File: src/rtl/subst_pkg.sv
package subst_pkg;
  localparam int unsigned SUBST_SYM_W   = 5;
  localparam int unsigned SUBST_NUM_SYM = 20;
  localparam int unsigned SUBST_SCORE_W = 9;

  typedef enum logic [1:0] {
    QUAD_LL = 2'd0,
    QUAD_LH = 2'd1,
    QUAD_HH = 2'd2
  } quad_e;
endpackage

File: src/rtl/subst_rst_sync.sv
module subst_rst_sync #(
  parameter int unsigned STAGES = 2
) (
  input  logic clk,
  input  logic rst_n_in,
  output logic rst_n_out
);
  logic [STAGES-1:0] sync_q;
  logic [STAGES-1:0] sync_d;

  always_comb begin
    sync_d = {sync_q[STAGES-2:0], 1'b1};
  end

  always_ff @(posedge clk or negedge rst_n_in) begin
    if (!rst_n_in) begin
      sync_q <= '0;
    end else begin
      sync_q <= sync_d;
    end
  end

  assign rst_n_out = sync_q[STAGES-1];
endmodule

File: src/rtl/subst_addr_enc.sv
module subst_addr_enc
  import subst_pkg::*;
#(
  parameter int unsigned SYM_W   = SUBST_SYM_W,
  parameter int unsigned NUM_SYM = SUBST_NUM_SYM,
  parameter int unsigned LOW_W   = SYM_W - 1,
  parameter int unsigned NUM_UP  = NUM_SYM - (2 ** LOW_W),
  parameter int unsigned UP_W    = $clog2(NUM_UP),
  parameter int unsigned BASE_LH = 2 ** (2 * LOW_W),
  parameter int unsigned BASE_HH = BASE_LH + (2 ** UP_W) * (2 ** LOW_W),
  parameter int unsigned DEPTH   = BASE_HH + 2 ** (2 * UP_W),
  parameter int unsigned ADDR_W  = $clog2(DEPTH)
) (
  input  logic [SYM_W-1:0]  sym_a,
  input  logic [SYM_W-1:0]  sym_b,
  output logic [ADDR_W-1:0] addr,
  output logic              in_range
);
  localparam logic [SYM_W-1:0]  SYM_LIMIT = SYM_W'(NUM_SYM);
  localparam logic [ADDR_W-1:0] OFS_LH    = ADDR_W'(BASE_LH);
  localparam logic [ADDR_W-1:0] OFS_HH    = ADDR_W'(BASE_HH);

  logic             swap;
  logic [SYM_W-1:0] lo_sym;
  logic [SYM_W-1:0] hi_sym;
  quad_e            quad;

  always_comb begin
    in_range = (sym_a < SYM_LIMIT) && (sym_b < SYM_LIMIT);
    // the high-low quadrant is folded onto the low-high one
    swap   = sym_a[SYM_W-1] & ~sym_b[SYM_W-1];
    lo_sym = swap ? sym_b : sym_a;
    hi_sym = swap ? sym_a : sym_b;
    if (lo_sym[SYM_W-1] && hi_sym[SYM_W-1]) begin
      quad = QUAD_HH;
    end else if (hi_sym[SYM_W-1]) begin
      quad = QUAD_LH;
    end else begin
      quad = QUAD_LL;
    end
    unique case (quad)
      QUAD_LL: addr = ADDR_W'({lo_sym[LOW_W-1:0], hi_sym[LOW_W-1:0]});
      QUAD_LH: addr = OFS_LH + ADDR_W'({hi_sym[UP_W-1:0], lo_sym[LOW_W-1:0]});
      QUAD_HH: addr = OFS_HH + ADDR_W'({lo_sym[UP_W-1:0], hi_sym[UP_W-1:0]});
      default: addr = '0;
    endcase
  end
endmodule

File: src/rtl/subst_store.sv
module subst_store #(
  parameter int unsigned DEPTH  = 336,
  parameter int unsigned ADDR_W = $clog2(DEPTH),
  parameter int unsigned DATA_W = 9
) (
  input  logic              clk,
  input  logic              wr_req,
  input  logic [ADDR_W-1:0] wr_addr,
  input  logic [DATA_W-1:0] wr_data,
  input  logic [ADDR_W-1:0] rd_addr,
  output logic [DATA_W-1:0] rd_data
);
  localparam logic [ADDR_W-1:0] LAST = ADDR_W'(DEPTH - 1);

  logic [DATA_W-1:0] words [DEPTH];

  always_ff @(posedge clk) begin
    if (wr_req && (wr_addr <= LAST)) begin
      words[wr_addr] <= wr_data;
    end
  end

  always_comb begin
    if (rd_addr <= LAST) begin
      rd_data = words[rd_addr];
    end else begin
      rd_data = '0;
    end
  end
endmodule

File: src/rtl/subst_fmt.sv
module subst_fmt #(
  parameter int unsigned SCORE_W = 9
) (
  input  logic [SCORE_W-1:0] sm_in,
  output logic [SCORE_W-1:0] tc_out
);
  logic [SCORE_W-1:0] mag;

  always_comb begin
    mag    = {1'b0, sm_in[SCORE_W-2:0]};
    tc_out = sm_in[SCORE_W-1] ? (~mag + 1'b1) : mag;
  end
endmodule

File: src/rtl/subst_lookup.sv
module subst_lookup
  import subst_pkg::*;
#(
  parameter int unsigned SYM_W   = SUBST_SYM_W,
  parameter int unsigned NUM_SYM = SUBST_NUM_SYM,
  parameter int unsigned SCORE_W = SUBST_SCORE_W
) (
  input  logic               clk,
  input  logic               rst_n,
  input  logic               wr_en,
  input  logic [SYM_W-1:0]   wr_sym_a,
  input  logic [SYM_W-1:0]   wr_sym_b,
  input  logic [SCORE_W-1:0] wr_score,
  input  logic               rd_en,
  input  logic [SYM_W-1:0]   rd_sym_a,
  input  logic [SYM_W-1:0]   rd_sym_b,
  output logic [SCORE_W-1:0] score_sm,
  output logic [SCORE_W-1:0] score_tc,
  output logic               sym_err
);
  localparam int unsigned LOW_W   = SYM_W - 1;
  localparam int unsigned NUM_UP  = NUM_SYM - (2 ** LOW_W);
  localparam int unsigned UP_W    = $clog2(NUM_UP);
  localparam int unsigned BASE_LH = 2 ** (2 * LOW_W);
  localparam int unsigned BASE_HH = BASE_LH + (2 ** UP_W) * (2 ** LOW_W);
  localparam int unsigned DEPTH   = BASE_HH + 2 ** (2 * UP_W);
  localparam int unsigned ADDR_W  = $clog2(DEPTH);
  localparam int unsigned NPORT   = 2;
  localparam int unsigned RD_P    = 0;
  localparam int unsigned WR_P    = 1;

  logic rst_sync_n;

  subst_rst_sync #(.STAGES(2)) i_rst_sync (
    .clk      (clk),
    .rst_n_in (rst_n),
    .rst_n_out(rst_sync_n)
  );

  logic [SYM_W-1:0]  enc_a    [NPORT];
  logic [SYM_W-1:0]  enc_b    [NPORT];
  logic [ADDR_W-1:0] enc_addr [NPORT];
  logic              enc_ok   [NPORT];

  assign enc_a[RD_P] = rd_sym_a;
  assign enc_b[RD_P] = rd_sym_b;
  assign enc_a[WR_P] = wr_sym_a;
  assign enc_b[WR_P] = wr_sym_b;

  for (genvar p = 0; p < NPORT; p++) begin : g_enc
    subst_addr_enc #(
      .SYM_W  (SYM_W),
      .NUM_SYM(NUM_SYM)
    ) i_enc (
      .sym_a   (enc_a[p]),
      .sym_b   (enc_b[p]),
      .addr    (enc_addr[p]),
      .in_range(enc_ok[p])
    );
  end

  logic [SCORE_W-1:0] stored;

  subst_store #(
    .DEPTH (DEPTH),
    .ADDR_W(ADDR_W),
    .DATA_W(SCORE_W)
  ) i_store (
    .clk    (clk),
    .wr_req (wr_en && enc_ok[WR_P]),
    .wr_addr(enc_addr[WR_P]),
    .wr_data(wr_score),
    .rd_addr(enc_addr[RD_P]),
    .rd_data(stored)
  );

  logic [SCORE_W-1:0] score_q, score_d;
  logic               err_q, err_d;

  always_comb begin
    score_d = score_q;
    err_d   = err_q;
    if (rd_en) begin
      score_d = enc_ok[RD_P] ? stored : '0;
      err_d   = ~enc_ok[RD_P];
    end
  end

  always_ff @(posedge clk or negedge rst_sync_n) begin
    if (!rst_sync_n) begin
      score_q <= '0;
      err_q   <= 1'b0;
    end else begin
      score_q <= score_d;
      err_q   <= err_d;
    end
  end

  subst_fmt #(.SCORE_W(SCORE_W)) i_fmt (
    .sm_in (score_q),
    .tc_out(score_tc)
  );

  assign score_sm = score_q;
  assign sym_err  = err_q;


  bad_sym_zero_chk: assert property (@(posedge clk) disable iff (!rst_sync_n)
    (rd_en && !enc_ok[RD_P]) |=> (score_sm == '0 && sym_err));


  idle_hold_chk: assert property (@(posedge clk) disable iff (!rst_sync_n)
    !rd_en |=> ($stable(score_sm) && $stable(sym_err)));


  tc_sign_chk: assert property (@(posedge clk) disable iff (!rst_sync_n)
    (score_sm[SCORE_W-1] && (score_sm[SCORE_W-2:0] != '0)) |-> score_tc[SCORE_W-1]);


  tc_pos_chk: assert property (@(posedge clk) disable iff (!rst_sync_n)
    !score_sm[SCORE_W-1] |-> (score_tc == score_sm));


  cross_share_chk: assert property (@(posedge clk) disable iff (!rst_sync_n)
    (enc_ok[RD_P] && enc_ok[WR_P] && rd_sym_a == wr_sym_b && rd_sym_b == wr_sym_a
     && rd_sym_a[SYM_W-1] != rd_sym_b[SYM_W-1])
    |-> (enc_addr[RD_P] == enc_addr[WR_P]));


  same_group_split_chk: assert property (@(posedge clk) disable iff (!rst_sync_n)
    (enc_ok[RD_P] && enc_ok[WR_P] && rd_sym_a == wr_sym_b && rd_sym_b == wr_sym_a
     && rd_sym_a != rd_sym_b && rd_sym_a[SYM_W-1] == rd_sym_b[SYM_W-1])
    |-> (enc_addr[RD_P] != enc_addr[WR_P]));


  addr_span_chk: assert property (@(posedge clk) disable iff (!rst_sync_n)
    enc_ok[RD_P] |-> (enc_addr[RD_P] < ADDR_W'(DEPTH)));
endmodule

File: config.mk
export PLATFORM = sky130hd
export DESIGN_NAME = subst_lookup
export DESIGN_NICKNAME = d
export VERILOG_FILES = /design/src/rtl/subst_pkg.sv /design/src/rtl/subst_rst_sync.sv /design/src/rtl/subst_addr_enc.sv /design/src/rtl/subst_store.sv /design/src/rtl/subst_fmt.sv /design/src/rtl/subst_lookup.sv
export SDC_FILE = /design/constraint.sdc
export NUM_CORES = 2
export LEC_CHECK = 0
export BUFFER_PORTS_ARGS = -buffer_cell sky130_fd_sc_hd__buf_2
export CAP_MARGIN = 20
export CORE_MARGIN = 3
export CORE_UTILIZATION = 32
export CTS_CLUSTER_DIAMETER = 40
export CTS_CLUSTER_SIZE = 8
export DETAILED_ROUTE_END_ITERATION = 16
export HOLD_SLACK_MARGIN = 0.05
export PLACE_DENSITY = 0.53
export SYNTH_ARGS = -nofsm -noshare
export SYNTH_HDL_FRONTEND = slang
export SYNTH_SLANG_ARGS = --single-unit
export TNS_END_PERCENT = 50
File: constraint.sdc
create_clock -name clk -period 1.6 [get_ports clk]
set_input_delay 0.32 -clock clk [delete_from_list [all_inputs] [get_ports clk]]
set_output_delay 0.32 -clock clk [all_outputs]
set_load 0.02 [all_outputs]
== After elaboration in Yosys (flattened, before gate mapping) ==
Memories as Yosys holds them, arrays and structs flattened.
Cells that the tools add are included.

* Register bits: 12
* Memory bits (writable): 3,024
* Input port bits: 33
* Memories kept: 1

* Add/sub/neg operators: 5
* Magnitude comparators: 6
* Eq/ne operators: 4
* Multiplexer cells: 15
* Bitwise logic cells: 6
* Reductions and logical operators: 8

{| class="wikitable"
|+ Memories
! memory !! words !! width !! rd ports !! clocked after memory_dff !! wr ports !! RTL line !! text
|-
| i_store.words || 336 || 9 || 1 || 0 || 1 || subst_store.sv:15 || <nowiki>logic [DATA_W-1:0] words [DEPTH];</nowiki>
|}

{| class="wikitable"
|+ Operators by type and width
! cell !! count
|-
| $pmux W9 S3 || 2
|-
| $mux W9 || 3
|-
| $lt A5 B5 Y1 const B || 4
|-
| $mux W5 || 4
|-
| $add A9 B4 Y9 const A || 2
|-
| $add A9 B6 Y9 const A || 2
|-
| $le A9 B9 Y1 const B || 2
|-
| $add A9 B1 Y9 const B || 1
|-
| $not A8 Y9 || 1
|-
| $logic_and A1 B1 Y1 || 6
|-
| $eq A2 B1 Y1 const B || 2
|-
| $eq A2 B2 Y1 const B || 2
|-
| $logic_not A2 Y1 || 2
|-
| $mux W1 || 4
|-
| $mux W2 || 2
|-
| $not A1 Y1 || 3
|-
| $and A1 B1 Y1 || 2
|}

== Depth between registers and ports, before layout ==
* Depth in word-level cells: 11
* Mapped depth: 19
* Depth with buffers taken out: 12

== By module ==
A second synthesis with hierarchy kept.

* Cell total of the unflattened synthesis: 5,500
* Area, all modules: 118,247.2 um^2

{| class="wikitable"
|+ By module, submodules not included
! module !! instances !! cells each !! area each (um^2) !! sequential area each (um^2)
|-
| subst_store || 1 || 5,334 || 116,819.5 || 90,807.1
|-
| subst_addr_enc || 2 || 48 || 357.8 || 0.0
|-
| subst_lookup || 1 || 43 || 479.2 || 250.2
|-
| subst_fmt || 1 || 24 || 178.9 || 0.0
|-
| subst_rst_sync || 1 || 3 || 53.8 || 50.0
|}

== Worst setup path before layout ==
No wires, ideal clock.

* Path type: input to register
* From: input port rd_sym_b[4]
* To: register score_q[3], in the netlist score_sm[3]
* Setup time: 0.122 ns
* Arrival: 3.349 ns
* Slack: -1.870 ns
* Cell stages on the path: 14
* Buffers on the path: 3
* Path through: inv_1 > ha_1 > buf_2 > mux2_2 > a222oi_1 > buf_4 > buf_6 > mux4_2 > a2111oi_0 > a31oi_1 > a21oi_1 > nor2_1 > o32a_1 > a32o_1

* Longest elaborated chain between the ends: 10
* Elaborated cells on any way between the ends: 19
* Those cells by class: add/sub (2); order compare (2); eq/ne (2); mux (7); bitwise (2); reduce/logical (3); memory (1)

{| class="wikitable"
|+ Ends and longest elaborated chain
! item !! RTL line !! text
|-
| start: declaration || subst_lookup.sv:16 || <nowiki>input logic [SYM_W-1:0] rd_sym_b,</nowiki>
|-
| parallel branches: the longest is 9 deep, another holds $add A9 B4 Y9 || n/a ||
|-
| $mux W9 (*) || subst_lookup.sv:84 || <nowiki>score_d = enc_ok[RD_P] ? stored : '0;</nowiki>
|-
| end signal: assignment || subst_lookup.sv:94 || <nowiki>score_q <= score_d;</nowiki>
|-
| end: declaration || subst_lookup.sv:77 || <nowiki>logic [SCORE_W-1:0] score_q, score_d;</nowiki>
|}

Every way passes the cells marked *.
A chain may end at the register's enable or synchronous reset.

== Final worst setup path ==
* From: input port rd_sym_b[4]
* To: register score_q[7], in the netlist score_sm[7]

Same word-level chain as after synthesis.

==> results.toml <==
[run_status]
outcome = "complete, but fails checks"
violations = "setup timing"

[detailed_routing]
wl_per_cell_um = 28.4
via_per_inst = 5.44
first_pass_iters = 7
wl_mm = 456
vias = 87300
ant_nets = 0
route.detailed.drc = 0
drt_iter0_drc = 10200

[die]
pin_count = 52
coreArea_sq_um = 379000
dieArea_sq_um = 389000
initial_core_util = 0.322
fp.dieH_um = 624
rows = 226
die_x_um = 624

[place]
globalplace.congestion = 0.947
dpl_worst_slack_ns = -3.54
numPortBuffers = 51
dp.cells = 15100
place_hpwl_mm = 293

[synthesis]
ys_ff_latch = 3036
synth_nets = 9158
yosysTopAreaCellShare = 0.744
ys.flop_type = "edfxtp_1"
yosysTopAreaCell = "edfxtp_1"
syn-mean-instance-area_sq_um = 13.4
ys.warnings.count = 0
yosysUniqueCellTypes = 69
ys_seq_area_frac = 0.747
postSynth.asyncResetShare = 0.00395
yosys-top-cells-area = "edfxtp_1 (74%), nand2_1 (7.9%), nand3_1 (4.6%)"
synthCells = 9115
synth_edf_count = 3024
netlist_area_sq_um = 122000

[sta]
maxSlewViolCount = 0
period_share = 1.96
finalHoldViolations = 0
post-route-min-period_ns = 3.13
tightest_slew_ns = 1.02
rsz0062_at_grt = "yes"
setup_viol = 3052
slew_headroom = 0.319
fin_ws_ns = -1.53
final.setup_skew_ns = 0.0818
whs_ns = 0.235
fmax_ghz = 0.320

[clock_tree]
cts_buffers = 475
cts.sinks = 3036
cts_tree = "built"
clk_pin_slew_worst_paths_ns = 0.05
clk_latency_ns = 1.00
cts_buffer_depth = 4
cts-root-buf = "clkbuf_16"
cts-htree-levels = 5

[pwr]
peakVddDrop_mv = 1.16
p_leak_nw = 57.6
power_w = 0.211
power.density_nw_per_um2 = 1280

[critical_path]
ff2ff_setup_slack_ns = -1.08
crit_buf_inv = 8
arrival_ns = 3.97
cp-start-kind = "primary input"
worst-r2r-cell-count = 12
cp-end-kind = "flip-flop"
worstPathRequired_ns = 2.44
crit_type = "primary input to flip-flop"
cpMostUsedCell = "buf_12"
cp.depth = 19
cp_top_family = "buffers and inverters"
cpMaxStageDelayCell = "o41ai_4"
cp_max_fo = 8
critPathMaxStageDelay_ns = 0.44
cp_cell_sequence = "buf_12, inv_12, ha_4, mux2_4, a22oi_2, buf_6, buf_16, buf_16, buf_12, and2_4, buf_12, nand3_1, nand3_1, o211ai_1, and3_4, o41ai_4, buf_4, a21oi_2, a221o_1"

[min_path]
hold_class = "flip-flop to asynchronous set/reset pin"

[grt]
grt_pass1_vias = 84200
overflow = 0
grt_usage = 0.225
grt_max_degree = 86
antenna_found_initial = 19
grt_pass1_wl_mm = 634

[cells_and_area]
nets = 10800
layout-drive-gt1-share = 0.275
ff_latch_area_sq_um = 91100
fillers = 33800
area_growth_pct = 34.6
multiInputGateArea_sq_um = 31800
final_cells = 16000

[run]
maxCapViolCount = 0
## what timing repair did
action                     in CTS  in global routing
hold buffers                   13                  0
hold endpoints to repair     1843                  0
pin swaps                     115                117
resized for setup             550                431
gates cloned                   39                 39
setup buffers                  78                 44
setup endpoints to repair    3052               3052
## cell type report
| cell class | count | share of cell area |
|---|---|---|
| flip-flops and latches | 3036 | 0.555 |
| multi-input cells | 5421 | 0.194 |
| repair buffers | 1826 | 0.129 |
| clock buffers | 573 | 0.0753 |
| well taps | 5016 | 0.0382 |
| clock inverters | 143 | 0.00880 |
| inverters | 15 | 0.000510 |
| diodes | 17 | 0.000259 |
## final timing paths
kind,startpoint,end
max in group asynchronous,i_rst_sync.sync_q[1]$_DFF_PN0_,score_sm[2]$_DFFE_PN0P_
min,i_rst_sync.sync_q[1]$_DFF_PN0_,score_sm[8]$_DFFE_PN0P_
max,rd_sym_b[4],score_sm[7]$_DFFE_PN0P_
min in group clk,wr_score[8],i_store.words[156][8]$_DFFE_PP_
min reg2reg,i_rst_sync.sync_q[1]$_DFF_PN0_,score_sm[8]$_DFFE_PN0P_
max reg2reg,i_store.words[178][4]$_DFFE_PP_,score_sm[4]$_DFFE_PN0P_
## worst register-to-register path: cells and delay by family, from the launching register on
kind                   cells  cell delay [ns]
AND/OR/NAND/NOR            2             0.46
flip-flops                 1             0.38
buffers and inverters      3             0.46
AO/OA/AOI/OAI              7             1.19
## logic make-up (layout without fill, tap and decap cells)
family | count (synthesis) | count (layout) | share of synthesized area
and+or+nand+nor | 4312 | 4312 | 0.149
DFF | 3036 | 3036 | 0.747
buffers and inverters | 659 | 2557 | 0.0248
muxes | 230 | 230 | 0.0257
AOI/OAI and AO/OA | 861 | 862 | 0.0527
xor gates and xnor gates | 6 | 6 | 0.000431
adders and majority gates | 10 | 10 | 0.00103
other | 1 | 18 | 0.0000307
## cell usage after synthesis (all sizes together), types with 7 or more instances
cell	count
a32oi	37
o2111ai	10
dfrtp	12
nand3	1116
mux4	65
nand4	18
nor4	12
mux2i	153
a311o	17
and3	138
nor2	382
o31ai	7
nand2	2572
a21oi	145
buf	441
a31oi	135
o211ai	13
edfxtp	3024
o22ai	15
mux2	12
nor3	44
a22o	8
o221a	36
or3	8
a22oi	14
a2111oi	11
a32o	9
clkbuf	203
inv	15
o311ai	9
o21ai	60
ha	10
a21o	7
a221oi	11
and2	7
a211oi	51
a311oi	220
## per-stage QoR
stage	utilization	setup TNS (ns)	cell area, sq um
5_1_grt	0.433	-1496.10	164000
2_1_floorplan	-	-3357.04	124000
6_report	0.433	-1351.81	164000
3_3_place_gp	0.378	-4487.20	143000
3_5_place_dp	0.378	-4559.44	144000
4_1_cts	0.426	-910.46	162000
## sequential cells by signal, indices dropped and copies added (netlist names)
register,cells
i_store.words,3024
sym_err,1
i_rst_sync.sync_q,2
score_sm,9
## cells in the final DEF (no fill, tap or decap), drive strengths merged, types with 15 or more instances in the layout
master  instances
a21oi         145
o22ai          15
a311oi        220
nor2          382
a211oi         51
edfxtp       3024
o21ai          60
and3          138
buf          1782
bufbuf         15
diode          17
bufinv         16
nand2        2572
mux4           65
a311o          17
o221a          36
nor3           44
nand4          18
a32oi          37
clkbuf        589
a31oi         135
mux2i         153
inv            26
clkinv        106
nand3        1116
## routing by layer
layer  up-vias  track usage  routed length (um)
met4         4        0.100               22600
met2      4637        0.348              207000
li1      37400            -                   -
met3       822       0.0408               43400
met5         -            0                  27
met1     44500        0.308              182000
## report_power, final
part | switching [W] | internal [W] | leakage, nW
Combinational | 0.0197 | 0.0120 | 23.5
Sequential | 0.000184 | 0.0878 | 27.3
Clock | 0.0350 | 0.0563 | 6.71
Power figures use the tool's default switching activity.
